### src/rtl/bus_seq_pkg.sv
package bus_seq_pkg;

  typedef enum logic [1:0] {
    PH_IDLE   = 2'd0,
    PH_SETUP  = 2'd1,
    PH_STROBE = 2'd2,
    PH_HOLD   = 2'd3
  } phase_e;

  function automatic int unsigned max3(input int unsigned a, input int unsigned b,
                                       input int unsigned c);
    int unsigned m;
    m = (a > b) ? a : b;
    return (m > c) ? m : c;
  endfunction

endpackage

### src/rtl/bus_phase_timer.sv
module bus_phase_timer #(
  parameter int CNT_W = 2
) (
  input  logic             clk,
  input  logic             rst_n,
  input  logic             load,
  input  logic [CNT_W-1:0] load_val,
  output logic             last
);

  logic [CNT_W-1:0] cnt_q;

  always_ff @(posedge clk or negedge rst_n) begin
    if (!rst_n) begin
      cnt_q <= '0;
    end else if (load) begin
      cnt_q <= load_val;
    end else if (cnt_q != '0) begin
      cnt_q <= cnt_q - CNT_W'(1);
    end
  end

  assign last = (cnt_q == '0);

endmodule

### src/rtl/bus_region_decode.sv
module bus_region_decode #(
  parameter int               REGIONS       = 4,
  parameter int               SEL_W         = 2,
  parameter logic [REGIONS-1:0] RESERVED_MASK = 4'b1000
) (
  input  logic               active,
  input  logic [SEL_W-1:0]   region,
  output logic [REGIONS-1:0] cs_n
);

  for (genvar g = 0; g < REGIONS; g++) begin : g_sel
    if (RESERVED_MASK[g]) begin : g_reserved
      assign cs_n[g] = 1'b1;
    end else begin : g_live
      assign cs_n[g] = !(active && (region == SEL_W'(g)));
    end
  end

endmodule

### src/rtl/bus_cycle_seq.sv
module bus_cycle_seq
  import bus_seq_pkg::*;
#(
  parameter int ADDR_W     = 16,
  parameter int DATA_W     = 8,
  parameter int REGIONS    = 4,
  parameter int SETUP_CYC  = 2,
  parameter int STROBE_CYC = 3,
  parameter int HOLD_CYC   = 2
) (
  input  logic               clk,
  input  logic               rst_n,
  input  logic               req_valid,
  output logic               req_ready,
  input  logic               req_write,
  input  logic [ADDR_W-1:0]  req_addr,
  input  logic [DATA_W-1:0]  req_wdata,
  output logic               rsp_valid,
  output logic [DATA_W-1:0]  rsp_rdata,
  output logic [ADDR_W-1:0]  bus_addr,
  output logic [DATA_W-1:0]  bus_wdata,
  output logic               bus_wdata_oe,
  input  logic [DATA_W-1:0]  bus_rdata,
  output logic               rd_n,
  output logic               wr_n,
  output logic [REGIONS-1:0] cs_n
);

  localparam int SEL_W   = $clog2(REGIONS);
  localparam int MAX_CYC = max3(SETUP_CYC, STROBE_CYC, HOLD_CYC);
  localparam int CNT_W   = (MAX_CYC > 1) ? $clog2(MAX_CYC) : 1;
  localparam logic [REGIONS-1:0] RESV = {1'b1, {(REGIONS-1){1'b0}}};

  phase_e            state_q, state_d;
  logic [ADDR_W-1:0] addr_q;
  logic [DATA_W-1:0] wdata_q, rdata_q;
  logic              write_q, rsp_q;
  logic              t_load, t_last;
  logic [CNT_W-1:0]  t_val;
  logic              busy, accept, strobe_end, hold_end;

  assign busy       = (state_q != PH_IDLE);
  assign accept     = req_valid && !busy;
  assign strobe_end = (state_q == PH_STROBE) && t_last;
  assign hold_end   = (state_q == PH_HOLD) && t_last;

  // Phase sequencing: each phase loads the timer with its length minus one
  always_comb begin
    state_d = state_q;
    t_load  = 1'b0;
    t_val   = '0;
    unique case (state_q)
      PH_IDLE: if (req_valid) begin
        state_d = PH_SETUP;
        t_load  = 1'b1;
        t_val   = CNT_W'(SETUP_CYC - 1);
      end
      PH_SETUP: if (t_last) begin
        state_d = PH_STROBE;
        t_load  = 1'b1;
        t_val   = CNT_W'(STROBE_CYC - 1);
      end
      PH_STROBE: if (t_last) begin
        state_d = PH_HOLD;
        t_load  = 1'b1;
        t_val   = CNT_W'(HOLD_CYC - 1);
      end
      PH_HOLD: if (t_last) begin
        state_d = PH_IDLE;
      end
      default: state_d = PH_IDLE;
    endcase
  end

  bus_phase_timer #(
    .CNT_W(CNT_W)
  ) u_timer (
    .clk     (clk),
    .rst_n   (rst_n),
    .load    (t_load),
    .load_val(t_val),
    .last    (t_last)
  );

  always_ff @(posedge clk or negedge rst_n) begin
    if (!rst_n) begin
      state_q <= PH_IDLE;
      addr_q  <= '0;
      wdata_q <= '0;
      write_q <= 1'b0;
      rdata_q <= '0;
      rsp_q   <= 1'b0;
    end else begin
      state_q <= state_d;
      rsp_q   <= hold_end;
      if (accept) begin
        addr_q  <= req_addr;
        wdata_q <= req_wdata;
        write_q <= req_write;
      end
      if (strobe_end && !write_q) begin
        rdata_q <= bus_rdata;
      end
    end
  end

  bus_region_decode #(
    .REGIONS      (REGIONS),
    .SEL_W        (SEL_W),
    .RESERVED_MASK(RESV)
  ) u_decode (
    .active(busy),
    .region(addr_q[ADDR_W-1 -: SEL_W]),
    .cs_n  (cs_n)
  );

  assign req_ready    = !busy;
  assign rd_n         = !((state_q == PH_STROBE) && !write_q);
  assign wr_n         = !((state_q == PH_STROBE) && write_q);
  assign bus_addr     = addr_q;
  assign bus_wdata    = wdata_q;
  assign bus_wdata_oe = busy && write_q;
  assign rsp_valid    = rsp_q;
  assign rsp_rdata    = rdata_q;

endmodule

### config.mk
export PLATFORM = sky130hd
export DESIGN_NAME = bus_cycle_seq
export DESIGN_NICKNAME = d
export VERILOG_FILES = /design/src/rtl/bus_seq_pkg.sv /design/src/rtl/bus_phase_timer.sv /design/src/rtl/bus_region_decode.sv /design/src/rtl/bus_cycle_seq.sv
export SDC_FILE = /design/constraint.sdc
export NUM_CORES = 1
export LEC_CHECK = 0
export CORE_AREA = 10 10 68 70
export DETAILED_ROUTE_END_ITERATION = 6
export DIE_AREA = 0 0 78 80
export DONT_BUFFER_PORTS = 1
export PLACE_DENSITY = 0.71
export SLEW_MARGIN = 40
export SYNTH_ARGS = -nofsm -noshare
export SYNTH_HDL_FRONTEND = slang
export SYNTH_SLANG_ARGS = --single-unit
### constraint.sdc
create_clock -name clk -period 1.9 [get_ports clk]
set_input_delay 0.475 -clock clk [delete_from_list [all_inputs] [get_ports clk]]
set_output_delay 0.475 -clock clk [all_outputs]
set_load 0.05 [all_outputs]
# After elaboration in Yosys (flattened, before gate mapping)
# Cells that the tools add are included.
# word_totals
register_bits	38
output_inout_bits	41
word_cells	56
# op_classes
addsub	1
eq_ne	9
n_mux	14
reduce_logical	25
# op_table
operator	count
2-bit 2-to-1 mux	7
1-bit logical AND	10
2-bit != test, second input constant	4
2-bit case mux with 4 select lines	1
1-bit zero test	7
2-bit equality test, second input constant	3
2-bit zero test	3
2-bit case mux with 3 select lines	1
2-bit nonzero test	3
2-bit by 1-bit equality test with 1-bit output, second input constant	2
1-bit 2-to-1 mux	4
4-bit AND reduction	1
1-bit case mux with 2 select lines	1
2-bit OR reduction	1
2-bit by 1-bit subtractor with 2-bit output, second input constant	1

# Depth between registers and ports, before layout
# logic_depth
word_depth	4
ltp_mapped	5
mapped_depth_nobuf	5

# Hierarchy
# Synthesis repeated with hierarchy kept, for this count alone.
# unflattened
cells_unflattened	113
hier_area_um2	1641.6
# by_module_without_submodules
mod	n_inst	cells_per_inst	area_per_inst_um2
bus_cycle_seq	1	96	1493.9
bus_phase_timer	1	12	112.6
bus_region_decode	1	5	35.0

# Worst setup path after synthesis
# No wires, ideal clock.
# synth_path
path_kind	register to output
from	register state_q[0]
to	output cs_n[2]
t_arrival_ps	1666
t_required_ps	1425
path_slack_ps	-241
path_stages_with_launch	5
cell_sequence	dfrtp_1 -> inv_1 -> ha_1 -> inv_1 -> nand3_1
# synth_between
elab_chain_cells	3
# synth_rtl
element	line	rtl
start: declaration	bus_cycle_seq.sv:34	phase_e state_q, state_d;
start signal: assignment	bus_cycle_seq.sv:94	state_q <= state_d;
2-bit nonzero test	bus_cycle_seq.sv:42	assign busy = (state_q != PH_IDLE);
1-bit logical AND	bus_region_decode.sv:15	assign cs_n[g] = !(active && (region == SEL_W'(g)));
1-bit zero test	bus_region_decode.sv:15	
end: declaration	bus_cycle_seq.sv:26	output logic [REGIONS-1:0] cs_n
# Every way passes these cells.

# Final worst setup path
# layout_path
from	register state_q[1]
to	output cs_n[1]
# Same word-level chain as after synthesis.

==> impl_metrics.ini <==
[status]
outcome = finished with violations
violations = negative setup slack

[worst_setup_path]
critPathMaxStageDelay_ns = 0.37
crit_path_max_fanout = 5
crit_path_start_kind = flip-flop
critPathBufInv = 2
cp_cell_sequence = inv_2 -> ha_4 -> or3_4 -> buf_12
crit_required_ns = 1.42
endpoint_kind = output pin
path_class = flip-flop to output pin
critPathArrivalTime_ns = 1.44
cp-endpoint = cs_n[1]
critPathTopFamily = flip-flops
rr_endpoint = state_q[1]
r2r-start = state_q[1]
slowest_stage = dfrtp_1
ff2ff_path_depth = 7
rrSetupSlack_ns = 0.28
crit_cells = 4
cp-startpoint = state_q[1]

[synthesis]
synth.avg_cell_area_sq_um = 15.3
synth.distinct_cells = 23
synth_top_family_by_area = multiplexers
synthMuxAreaShare_pct = 28.2
synth.net_count = 158
ys_warn_count = 0
synthCells = 113
ys_ff_latch = 38
synthTopCellsByArea = dfrtp_1 (55%), mux2_4 (17%), mux2_2 (9.1%)
yosys.area_share.adder_pct = 6.51
synth.top_cell.area_share_pct = 55.0
synth_xor_area_share_pct = 0.506
synth_compound_area_share_pct = 1.74
netlist_area_sq_um = 1730
seq_area_frac_synth_pct = 55.0
synth_simple_gate_area_share_pct = 4.84
yosysTopAreaCell = dfrtp_1

[global_routing]
grt-ovfl-total = 0
grt_usage_pct = 12.3
grt_pass1_wl_um = 6020
first_global_vias = 1132
antenna_found_initial = 0
grt_max_degree = 39

[clock_network]
cts_buffers = 5
clk_pin_slew_worst_paths_ns = 0.10
htree_num_levels = 2
ctsRootBufferMaster = clkbuf_4
cts_buffer_depth = 2
clock_sinks = 38
clkLatencyLatePin_ns = 0.33
cts_tree = built

[floorplanning]
die_w_um = 78
dieArea_sq_um = 6240
die_h_um = 80
num_rows = 21
start_util_pct = 52.7
core_sq_um = 3280
ioPinCount = 77

[sta]
worst_pin_slew_ns = 0.512
grt_setup_unrepaired = true
maxSlewViolCount = 0
max_clock_freq_mhz = 521
finalClockSkew_ns = 0.00426
hold_viol = 0
setup_viol = 2
slew_headroom_pct = 65.9
fin_crit_sh_pct = 101
timing.final.crit_period_ns = 1.92
tns_ns = -0.0332
layout_setup_ws_ns = -0.0190

[layout]
final_cell_mix = dfrtp_1 (38), mux2_4 (20), mux2_2 (14)
fillerInstances = 247
drive_gt1_share_pct = 51.9
final_common_cell = dfrtp_1
layout.cells.non_filler = 181
final_nets = 180
antenna_cells = 0
syn_to_final_growth_pct = 19.0
fin_util_pct = 62.7

[place]
dp_hpwl_um = 2980
dp_slack_ns = 0.143
portBuffers = 0
place_inst = 167
gp_congestion = 0.820

[route]
wl_met3_um = 559
wl_um = 3830
dr.first_iter.drc_count = 40
antenna_left = 0
via_per_inst = 5.33
detail_route.wl_per_cell_um = 21.2
vias = 964
wl_met1_um = 1360
routed-wl-met2_um = 1860
top_layer = met4
drtPass1Iterations = 4
drcViolationCount = 0

[worst_hold_path]
min_path_type = input port to flip-flop

[run]
drv_cap = 0
==> how the worst min path moves through the flow <==
stage	startpoint	end	cells past startpoint
after floorplan	rst_n	bus_addr[0]	0
after global placement	rst_n	bus_addr[9]	0
after detailed placement	rst_n	bus_addr[9]	0
after CTS	req_addr[2]	bus_addr[2]	1
after global routing	req_addr[1]	bus_addr[1]	1
final	req_addr[1]	bus_addr[1]	1
==> cell usage after synthesis <==
cell,instances
a22oi_1,1
a21oi_1,2
or3_1,2
nor2_1,2
conb_1,1
inv_1,6
and2_1,1
nand2_1,3
mux2i_1,3
nor3_1,1
nand3b_2,1
buf_6,2
nand3_1,1
xor2_1,1
and2b_1,1
mux2_4,20
nand2_4,1
dfrtp_1,38
buf_4,1
ha_1,9
o22ai_2,1
mux2_2,14
nand2b_1,1
==> logic make-up (layout without fill, tap and decap cells) <==
family	Yosys count	after routing
AND/OR/NAND/NOR	14	14
multiplexers	37	37
adder cells (fa/ha/maj)	9	9
XOR/XNOR	1	1
AO/OA/AOI/OAI	4	4
buffers and inverters	9	31
flip-flops	38	38
other	1	1
==> flip-flops by register name, indices dropped and copies added, names as in the netlist <==
name	cells
u_timer.cnt_q	2
rsp_valid	1
state_q	2
write_q	1
bus_wdata	8
rsp_rdata	8
bus_addr	16
==> stage by stage <==
step	hold slack [ns]	area (sq um)
6_report	0.285	2060
3_5_place_dp	0.181	1890
2_1_floorplan	0.179	1740
5_1_grt	0.249	2060
3_3_place_gp	0.181	1890
4_1_cts	0.265	2030
==> per-layer routing <==
layer / vias up / track usage [%]
met4: 0 / 5.38
met1: 470 / 11.9
met5: - / 0
met2: 62 / 20.0
met3: 8 / 8.45
li1: 424 / -
==> area by class of cell <==
| cell class | instances | area [sq um] | area share, % |
|---|---|---|---|
| Multi-Input combinational cell | 66 | 782 | 38.0 |
| Tap cell | 46 | 57.6 | 2.79 |
| Inverter | 6 | 22.5 | 1.09 |
| Clock inverter | 2 | 10.0 | 0.486 |
| Clock buffer | 5 | 37.5 | 1.82 |
| Timing Repair Buffer | 18 | 199 | 9.66 |
| Sequential cell | 38 | 951 | 46.2 |
==> what timing repair did <==
action	CTS	global route
resized for setup	7	6
setup buffers	3	2
pin swaps	3	2
gates cloned	0	0
hold buffers	2	0
endpoints found under the setup margin	6	6
endpoints found under the hold margin	38	0
Power is left out: the tool's default activity adds up to more than one toggle a clock period on the data nets, which glitch-free logic cannot reach.
